$ cat config.mk
export PLATFORM = sky130hd
export DESIGN_NAME = bit_modify_unit
export DESIGN_NICKNAME = d
export VERILOG_FILES = /design/src/rtl/bit_modify_unit.sv
export SDC_FILE = /design/constraint.sdc
export NUM_CORES = 1
export LEC_CHECK = 0
export BUFFER_PORTS_ARGS = -buffer_cell sky130_fd_sc_hd__buf_2
export CAP_MARGIN = 0
export CORE_MARGIN = 2
export CORE_UTILIZATION = 40
export DETAILED_ROUTE_END_ITERATION = 6
export MAX_ROUTING_LAYER = met4
export PLACE_DENSITY_LB_ADDON = 0.05
export SLEW_MARGIN = 20
export SYNTH_ARGS = -nofsm -noshare
export SYNTH_HDL_FRONTEND = slang
export SYNTH_SLANG_ARGS = --single-unit
$ cat constraint.sdc
create_clock -name clk -period 1.35 [get_ports clk]
set_input_delay 0.3375 -clock clk [delete_from_list [all_inputs] [get_ports clk]]
set_output_delay 0.3375 -clock clk [all_outputs]
set_load 0.01 [all_outputs]
$ cat src/rtl/bit_modify_unit.sv
module bit_modify_unit #(
  parameter int DATA_W = 32,
  parameter int POS_W  = 6,
  parameter int NFLAGS = 6
) (
  input  logic              clk,
  input  logic              rst_n,
  input  logic              in_valid,
  input  logic [1:0]        op,
  input  logic              wide,
  input  logic [DATA_W-1:0] operand,
  input  logic [POS_W-1:0]  bit_pos,
  output logic              out_valid,
  output logic [DATA_W-1:0] result,
  output logic              wr_en,
  output logic              carry,
  output logic [NFLAGS-1:0] flag_valid
);
  localparam int IDX_W = $clog2(DATA_W);

  logic [IDX_W-1:0]  idx;
  logic [DATA_W-1:0] sel;
  logic [DATA_W-1:0] nxt;
  logic              old_bit;

  assign idx     = wide ? bit_pos[IDX_W-1:0] : {1'b0, bit_pos[IDX_W-2:0]};
  assign sel     = {{(DATA_W-1){1'b0}}, 1'b1} << idx;
  assign old_bit = |(operand & sel);

  always_comb begin
    case (op)
      2'd1:    nxt = operand | sel;
      2'd2:    nxt = operand & ~sel;
      2'd3:    nxt = operand ^ sel;
      default: nxt = operand;
    endcase
  end

  always_ff @(posedge clk or negedge rst_n) begin
    if (!rst_n) begin
      out_valid  <= 1'b0;
      result     <= '0;
      wr_en      <= 1'b0;
      carry      <= 1'b0;
      flag_valid <= '0;
    end else begin
      out_valid  <= in_valid;
      wr_en      <= in_valid && (op != 2'd0);
      flag_valid <= {{(NFLAGS-1){1'b0}}, in_valid};
      if (in_valid) begin
        result <= nxt;
        carry  <= old_bit;
      end
    end
  end
endmodule

* After elaboration in Yosys (flattened, before gate mapping)
Cells that the tools add are included.
** Operators by class
- Bitwise gates (word level) :: 5
- Shift operators :: 1
- Eq/ne operators :: 3
- Reduce and logical (&&, ||, !) cells :: 3
- Mux-type cells :: 2
** Operators by type and width (number)
- one-hot mux 32 bit (3 select lines) :: 1
- bitwise AND 32 bit :: 2
- NOT 32 bit :: 1
- OR 32 bit :: 1
- OR reduction 32 bit :: 1
- left shift 1 x 5 -> 32 bit (first input constant) :: 1
- XOR 32 bit :: 1
- 2-to-1 mux 5 bit :: 1
- == test 2 bit (second input constant) :: 2
- == test 2 x 1 -> 1 bit (second input constant) :: 1
- nonzero test 2 bit :: 1
- logical AND 1 bit :: 1
** Storage, ports and cells
- Input bits :: 44
- Register bits :: 35
- Word-level logic and storage cells :: 18

* Longest topological paths before layout
Gate-level depths: netlist (run 1).
- Depth in word-level cells :: 5
- Depth in mapped cells :: 8
- Gate-level depth less buffers :: 7

* Worst setup path after synthesis (run 1)
No wires, ideal clock.
- Kind :: input-to-reg
- Start :: input bit_pos[2]
- End :: register result[15]
- Data arrival time :: 2.051 ns
- Buffers on the path :: 0
- Setup slack :: -0.826 ns
- Stages :: 6
- Library setup time :: 0.125 ns
- Data required time :: 1.225 ns
- Path through :: a21boi_0 -> and2_1 -> nand3_1 -> ha_1 -> mux4_2 -> mux2_4
** On the way
- Word-level cells in the longest chain between the ends :: 5
- Elaborated cells between the ends (all ways) :: 7
** RTL lines
- from (decl) :: RTL line 12 : input logic [POS_W-1:0] bit_pos,
- 2-to-1 mux 5 bit * :: RTL line 26 : assign idx = wide ? bit_pos[IDX_W-1:0] : {1'b0, bit_pos[IDX_W-2:0]};
- left shift 1 x 5 -> 32 bit * :: RTL line 27 : assign sel = {{(DATA_W-1){1'b0}}, 1'b1} << idx;
- NOT 32 bit :: RTL line 33 : 2'd2: nxt = operand & ~sel;
- bitwise AND 32 bit :: RTL line 33
- one-hot mux 32 bit (3 select lines) * :: RTL line 31 : case (op)
- to (signal assigned) :: RTL line 51 : result <= nxt;
- to (decl) :: RTL line 14 : output logic [DATA_W-1:0] result,
Every way passes the cells marked *; elsewhere a longest branch is shown, timed or not.
A chain may end at the register's enable or synchronous reset.

* Worst setup path after layout (run 1)
- Start :: input bit_pos[2]
- End :: register result[27]
The elaborated chain is that of the path after synthesis.

==> flow_summary.ini, run 1 <==
[routing]
viasPerCell = 4.91
routedWlPerCell_um = 16.5
via_count = 3350
drt_iter0_drc = 88
routed_wl_um = 11200
postRouteAntennaNets = 0
remaining_drc_errors = 0
firstDrtPassIters = 4

[clock_network]
cts_tree = built
root_buffer = clkbuf_8
tritoncts.num_buffers = 5
h-tree-depth = 2
clkTransAtPathRegs_ns = 0.08
cts_sinks = 35
clk_latency_ns = 0.30
cts_hold_buf = 0
clockBufferDepth = 2

[power_and_ir_drop]
swShare = 0.326
ir_drop_mv = 0.393
pwr-share-comb = 0.428
intPower_w = 0.00259
clock_power_share = 0.236
power_frac_seq = 0.336
leakagePower_nw = 3.37
p_per_area_nw_per_um2 = 597
p_switching_w = 0.00125

[placement]
dpl.hpwl_um = 8280
routabilityCongestion = 0.840
port_buffers = 78
dpl_cell_area_um2 = 5300

[finish]
layout_common_cells = 72 x buf_2, 68 x inv_1, 62 x buf_4
antenna_cells = 0
final_common_cell = buf_2
multi_input_area_um2 = 3720
area_growth_pct = 53.8
finalInstanceArea_um2 = 6440
nNetsFinal = 685
seq_area_um2 = 876
nFillCells = 850
final_core_util = 0.630
drive_gt1_frac = 0.617

[synth]
syn_avg_cell_area_um2 = 10.7
synth_warnings = 0
synth-edff-count = 0
synth_fa_ha_area_frac = 0.287
synthFlopType = dfrtp_1
synth_area_leaders = ha_1 29%, dfrtp_1 21%, mux4_2 14%, mux2_4 7.9%, inv_1 6.1%
synth_xor_area_frac = 0
yosysSeqAreaShare = 0.209
synth_compound_area_frac = 0.00627
yosysTopAreaCellShare = 0.287
yosys.area_share.simple = 0.110
yosys-mux-area-fraction = 0.283
synth_top_family_by_area = adder cells
syn_area_um2 = 4190
synthArstFlopShare = 1.00
synth_seq_cells = 35
post-synth-top-area-cell = ha_1
synth_cell_types = 31
synth_cells = 391

[critical_path]
cp-end-kind = flip-flop
crit_fanout = 5
critical-path-top-delay-family = multiplexers
start_kind = input pin
worstPathCellList = buf_8, and3b_2, and2_4, nand3_4, ha_4, mux4_2, mux2_4
worst-setup-path-type = in -> reg
critPathBufInv = 1
slowest_delay_ns = 0.46
crit_start = bit_pos[2]
worstReg2RegStart = result[30]$_DFFE_PN0P_
cp_slowest_cell = mux4_2
required_ns = 1.53
crit_arrival_ns = 1.97

[die]
fp.dieW_um = 106
fp.dieH_um = 106
core_area_um2 = 10200
die_area_um2 = 11300
ios = 85
start_util = 0.409
rows = 37

[timing]
clock_skew_ns = 0
post-route-period-util = 1.33
finalHoldViolations = 4
setup_viol = 33
finalMaxSlewViolations = 0
setup_tns_ns = -12.01
rsz0062_at_grt = true
holdWs_ns = -0.00221
finalCriticalPeriod_ns = 1.79
setup_ws_ns = -0.440
fmax_mhz = 559

[global_route]
grt_overflow = 0
antenna_found_initial = 0
grt_first_pass_wirelength_um = 18200
grt_max_degree = 36
grt_use_total = 0.212
grt_pass1_vias = 3592

[run_status]
status = finished with violations
violations = negative hold slack, negative setup slack

[flow_run]
cap_violations = 0

[worst_hold_path]
hold_class = in -> async
-- sequential cells by signal (all words and copies together) (netlist names) --
register / flops
carry: 1
flag_valid: 1
wr_en: 1
result: 32
-- kinds of logic (layout without fill, tap and decap cells) --
kind of cell	after synthesis	in the layout
buffers and inverters	91	242
muxes	64	64
AOI/OAI and AO/OA	4	4
and+or+nand+nor	100	100
other	1	5
DFF	35	35
adders and majority gates	96	96
-- metal layers --
layer  routed length (um)  global-route usage  vias to the layer above  part of all wire
met1                 4930               0.261                     1676              0.44
met3                  311              0.0276                       14             0.028
met5                    0                   -                        -                 0
li1                     -                   -                     1601                 -
met2                 5850               0.368                       59              0.52
met4                  155              0.0583                        0             0.014
-- path summary, 6_finish.rpt --
path	cells after the start	endpoint	slack (ns)
setup / recovery	7	result[27]$_DFFE_PN0P_	-0.44
hold / removal	2	result[6]$_DFFE_PN0P_	-0.002
setup reg to reg	1	result[30]$_DFFE_PN0P_	0.56
hold reg to reg	1	result[10]$_DFFE_PN0P_	0.51
max in group asynchronous	2	result[24]$_DFFE_PN0P_	1.16
min in group clk	2	flag_valid[0]$_DFF_PN0_	0.46
-- cell type report --
cell class,count,share of cell area
Clock buffer,8,0.0155
Inverter,68,0.0396
Multi-Input combinational cell,269,0.578
Sequential cell,35,0.136
Tap cell,136,0.0264
Timing Repair Buffer,166,0.205
-- Yosys cell counts, types with 4 or more instances --
master / n
mux4_2: 26
mux2_4: 22
mux4_1: 6
nand2_1: 35
dfrtp_1: 35
ha_1: 96
inv_1: 68
nor4_1: 6
nand3_1: 5
and2_1: 4
nor2_1: 30
buf_4: 8
buf_2: 4
mux2_2: 10
clkbuf_1: 6
nand2b_1: 5
nor3_1: 6
-- stage by stage --
step	hold WS (ns)	instances	power, W	worst slack, ns
after CTS	0.00190	670	0.00379	-0.440
after floorplan	0.0419	395	0.00211	-0.634
after global placement	0.327	654	0.00266	-0.900
final	-0.00221	682	0.00385	-0.440
after detailed placement	0.328	654	0.00270	-0.935
after global routing	0.0221	682	0.00408	-0.468
-- power by group through the flow --
| stage | logic, W | clock network [W] | registers [W] |
|---|---|---|---|
| final | 0.00165 | 0.000907 | 0.00129 |
| after global routing | 0.00179 | 0.000967 | 0.00132 |
| after CTS | 0.00155 | 0.000943 | 0.00130 |
| after detailed placement | 0.00138 | 0 | 0.00132 |
| after global placement | 0.00135 | 0 | 0.00131 |
| after floorplan | 0.000725 | 0 | 0.00138 |
-- repair_timing --
| item | 4_1_cts | 5_1_grt |
|---|---|---|
| setup endpoints to repair | 33 | 33 |
| setup buffers | 7 | 12 |
| pin swaps | 35 | 28 |
| gates resized for setup | 103 | 59 |
| cloned | 1 | 0 |
Power figures use the tool's default switching activity.
==> inputs of run 2 (changes only) <==
==> constraint.sdc (replaced) <==
create_clock -name clk -period 1.35 [get_ports clk]
set_input_delay 0.405 -clock clk [delete_from_list [all_inputs] [get_ports clk]]
set_output_delay 0.405 -clock clk [all_outputs]
set_load 0.01 [all_outputs]
==> run 2 against run 1 <==
Critical path depth stayed put. Via count is 0.24% lower. Sequential share of layout area is 0.19 points lower. First-iteration DRC count is 17% higher. Die area stayed put. Clock skew stayed put. Largest power group unchanged. Global-route usage hardly changed. Non-clock buffer count is 2 higher. Utilization is 0.89 points higher. The run ends with negative setup slack left.
==> flow_summary.ini, run 2 (synthesis gave the netlist of run 1 again) <==
[global_route]
grt_first_pass_wirelength_um = 18100
grt_max_degree = 36
antenna_found_initial = 0
grt_overflow = 0
grt_use_total = 0.212
grt_pass1_vias = 3559

[die]
ios = 85
fp.dieH_um = 106
rows = 37
die_area_um2 = 11300
start_util = 0.409
fp.dieW_um = 106
core_area_um2 = 10200

[critical_path]
r2r_end = result[30]$_DFFE_PN0P_
crit_fanout = 6
rr_worst_depth = 1
required_ns = 1.54
cp-end-kind = flip-flop
critical-path-top-delay-family = multiplexers
crit_arrival_ns = 2.03
start_kind = input pin
worstReg2RegStart = result[30]$_DFFE_PN0P_
slowest_delay_ns = 0.45
worst-setup-path-type = in -> reg
cp_slowest_cell = mux4_2
reg2reg_slack_ns = 0.56
critPathBufInv = 1
worstPathCellList = buf_8, a21boi_4, and2_4, nand3_4, ha_4, mux4_2, mux2_4

[run_status]
violations = negative setup slack
status = finished with violations

[finish]
layout_common_cells = 72 x buf_2, 67 x inv_1, 59 x buf_4
largest_reg_flops = 32
nNetsFinal = 687
drive_gt1_frac = 0.634
final_core_util = 0.639
final_common_cell = buf_2
antenna_cells = 0
finalInstanceArea_um2 = 6530
regMostFlops = result
area_growth_pct = 56.0

[routing]
viasPerCell = 4.89
drt_iter0_drc = 103
remaining_drc_errors = 0
firstDrtPassIters = 4
routed_wl_um = 11100
postRouteAntennaNets = 0
via_count = 3342
routedWlPerCell_um = 16.3

[flow_run]
cap_violations = 0

[timing]
setup_ws_ns = -0.495
rsz0062_at_grt = true
fmax_mhz = 542
finalHoldViolations = 0
finalMaxSlewViolations = 0
finalCriticalPeriod_ns = 1.85
setup_viol = 33
clock_skew_ns = 0
post-route-period-util = 1.37

[clock_network]
clkTransAtPathRegs_ns = 0.09
clockBufferDepth = 2
tritoncts.num_buffers = 5
root_buffer = clkbuf_8
h-tree-depth = 2
clk_latency_ns = 0.31
cts_tree = built
cts_sinks = 35

[worst_hold_path]
hold_class = in -> async

[power_and_ir_drop]
clock_power_share = 0.221
power_frac_seq = 0.340
leakagePower_nw = 3.35
p_per_area_nw_per_um2 = 581
pwr-share-comb = 0.439
p_switching_w = 0.00125
swShare = 0.329
intPower_w = 0.00255
ir_drop_mv = 0.393
total_power_w = 0.00380

[placement]
port_buffers = 78
routabilityCongestion = 0.843
dpl_cell_area_um2 = 5320
dpl.hpwl_um = 8120
## run 2: changes by cell type in the layout (fill, tap and decap cells not counted), sizes merged
cell    change
buf         +2
clkbuf      -2
clkinv      +1
## run 2: layout make-up
cell class	instances	area, um^2
Sequential cell	35	876
Tap cell	136	170
Inverter	68	255
Fill cell	843	3700
Timing Repair Buffer	168	1380
Clock buffer	6	82.6
Clock inverter	1	5.00
Multi-Input combinational cell	269	3770
## run 2: how the worst max path moves through the flow
stage | slack, ns | from | end | cells past startpoint
2_1_floorplan | -0.70 | bit_pos[2] | result[27]$_DFFE_PN0P_ | 7
3_3_place_gp | -0.97 | bit_pos[1] | result[10]$_DFFE_PN0P_ | 6
3_5_place_dp | -0.97 | bit_pos[1] | result[10]$_DFFE_PN0P_ | 6
4_1_cts | -0.49 | bit_pos[2] | result[15]$_DFFE_PN0P_ | 7
5_1_grt | -0.51 | bit_pos[2] | result[15]$_DFFE_PN0P_ | 7
6_report | -0.50 | bit_pos[2] | result[15]$_DFFE_PN0P_ | 7
## run 2: layer usage
layer,vias up,wire length (um),track usage
li1,1592,-,-
met3,15,372,0.0300
met1,1664,4920,0.266
met5,-,0,-
met2,71,5620,0.364
met4,0,211,0.0498
## run 2: what timing repair did
| item | 4_1_cts | 5_1_grt |
|---|---|---|
| pin swaps | 41 | 33 |
| setup buffers | 13 | 8 |
| endpoints found under the setup margin | 33 | 33 |
| endpoints found under the hold margin | 0 | 0 |
| resized for setup | 143 | 34 |
| cloned | 1 | 0 |
| hold buffers | 0 | 0 |
## run 2: power by group through the flow
stage	Combinational [W]	Clock (W)	Sequential [W]
after floorplan	0.000725	0	0.00138
after global placement	0.00135	0	0.00131
after detailed placement	0.00138	0	0.00131
after CTS	0.00162	0.000876	0.00129
after global routing	0.00182	0.000908	0.00131
final	0.00167	0.000838	0.00129
## run 2: stage by stage
stage | hold WS [ns] | setup WS, ns | cells | setup TNS (ns)
2_1_floorplan | 0.109 | -0.702 | 395 | -18.90
3_3_place_gp | 0.394 | -0.965 | 654 | -28.45
3_5_place_dp | 0.392 | -0.966 | 654 | -29.09
4_1_cts | 0.0519 | -0.489 | 675 | -13.20
5_1_grt | 0.0651 | -0.513 | 683 | -15.10
6_report | 0.0511 | -0.495 | 683 | -14.02
==> inputs of run 3 (changes only) <==
- CORE_UTILIZATION: 40 -> 41
==> run 3 against run 2 <==
The run still ends with negative setup slack left. Utilization is 0.077 points higher. Clock skew stayed put. Hold slack better by 0.019 ns. Sequential power is essentially flat. Largest cell class unchanged. Largest power group unchanged.
==> flow_summary.ini, run 3 (synthesis gave the netlist of run 1 again) <==
[clock_network]
clk_latency_ns = 0.30
cts_sinks = 35
cts_tree = built
clockBufferDepth = 2
cts_hold_buf = 0
tritoncts.num_buffers = 5
clkTransAtPathRegs_ns = 0.08
h-tree-depth = 2
root_buffer = clkbuf_8

[worst_hold_path]
hold_class = in -> async

[timing]
post-route-period-util = 1.40
finalCriticalPeriod_ns = 1.89
setup_viol = 33
rsz0062_at_grt = true
finalHoldViolations = 0
clock_skew_ns = 0
setup_tns_ns = -15.52
finalMaxSlewViolations = 0
holdWs_ns = 0.0703
fmax_mhz = 529
setup_ws_ns = -0.540

[power_and_ir_drop]
p_switching_w = 0.00123
clock_power_share = 0.262
power_frac_seq = 0.330
pwr-share-comb = 0.408
leakagePower_nw = 3.24
total_power_w = 0.00393
intPower_w = 0.00271
ir_drop_mv = 0.392
swShare = 0.312
p_per_area_nw_per_um2 = 624

[global_route]
grt_pass1_vias = 3544
antenna_found_initial = 0
grt_first_pass_wirelength_um = 18200
grt_overflow = 0
grt_use_total = 0.213
grt_max_degree = 36

[critical_path]
critical-path-top-delay-family = multiplexers
crit_start = bit_pos[0]
start_kind = input pin
required_ns = 1.54
worstReg2RegStart = result[1]$_DFFE_PN0P_
crit_arrival_ns = 2.08
crit_fanout = 5
slowest_delay_ns = 0.48
worstPathCellList = buf_8, buf_6, nand2b_4, nor2_4, nand2_4, ha_4, mux4_2, mux2_4
cp-end-kind = flip-flop
worst-setup-path-type = in -> reg
critPathBufInv = 2
cp_slowest_cell = mux4_2

[die]
rows = 36
ios = 85
fp.dieH_um = 105
fp.dieW_um = 105
start_util = 0.425
core_area_um2 = 9860
die_area_um2 = 11000

[routing]
remaining_drc_errors = 0
viasPerCell = 4.87
postRouteAntennaNets = 0
routed_wl_um = 10900
via_count = 3289
routedWlPerCell_um = 16.2
firstDrtPassIters = 4
drt_iter0_drc = 75

[finish]
largest_reg_flops = 32
final_core_util = 0.639
nNetsFinal = 681
antenna_cells = 0
regMostFlops = result
area_growth_pct = 50.6
drive_gt1_frac = 0.598
final_common_cell = buf_2
layout_common_cells = 72 x buf_2, 68 x inv_1, 67 x ha_1

[placement]
routabilityCongestion = 0.848
pre_cts_ws_ns = -0.973
port_buffers = 78
dpl.hpwl_um = 8180

[run_status]
status = finished with violations
violations = negative setup slack

[flow_run]
cap_violations = 0
[run 3: power by group through the flow]
stage                     Sequential [W]  Clock (W)  Combinational, W
after floorplan                  0.00138          0          0.000725
after global placement           0.00131          0           0.00135
after detailed placement         0.00131          0           0.00139
after CTS                        0.00130    0.00106           0.00155
after global routing             0.00132    0.00111           0.00176
final                            0.00130    0.00103           0.00160
[run 3: per-stage QoR]
| step | area, um^2 | instances |
|---|---|---|
| after floorplan | 4360 | 395 |
| after global placement | 5340 | 656 |
| after detailed placement | 5340 | 656 |
| after CTS | 6060 | 671 |
| after global routing | 6310 | 675 |
| final | 6310 | 675 |
[run 3: what timing repair did]
item                       in CTS  in global routing
pin swaps                      32                 27
setup endpoints to repair      33                 33
gates resized for setup       101                 33
setup buffers                   8                  4
[run 3: final timing paths]
check / endpoint / cells after the start / slack, ns
setup / recovery: result[22]$_DFFE_PN0P_ / 8 / -0.54
hold / removal: wr_en$_DFF_PN0_ / 2 / 0.07
setup reg to reg: result[1]$_DFFE_PN0P_ / 1 / 0.56
hold reg to reg: result[15]$_DFFE_PN0P_ / 1 / 0.51
max in group asynchronous: result[26]$_DFFE_PN0P_ / 2 / 1.07
min in group clk: flag_valid[0]$_DFF_PN0_ / 1 / 0.36
[run 3: layout make-up]
class / count / area (um^2)
multi-input combinational: 269 / 3630
fill: 796 / 3560
timing repair buffer: 162 / 1260
sequential: 35 / 876
inverter: 68 / 255
tap: 133 / 166
clock buffer: 6 / 82.6
clock inverter: 2 / 35.0
[run 3: layer usage]
metal,up-vias,wire length (um),track usage
met5,-,0,-
met4,0,144,0.0400
met3,10,331,0.0287
met2,63,5490,0.370
met1,1634,4980,0.267
li1,1582,-,-
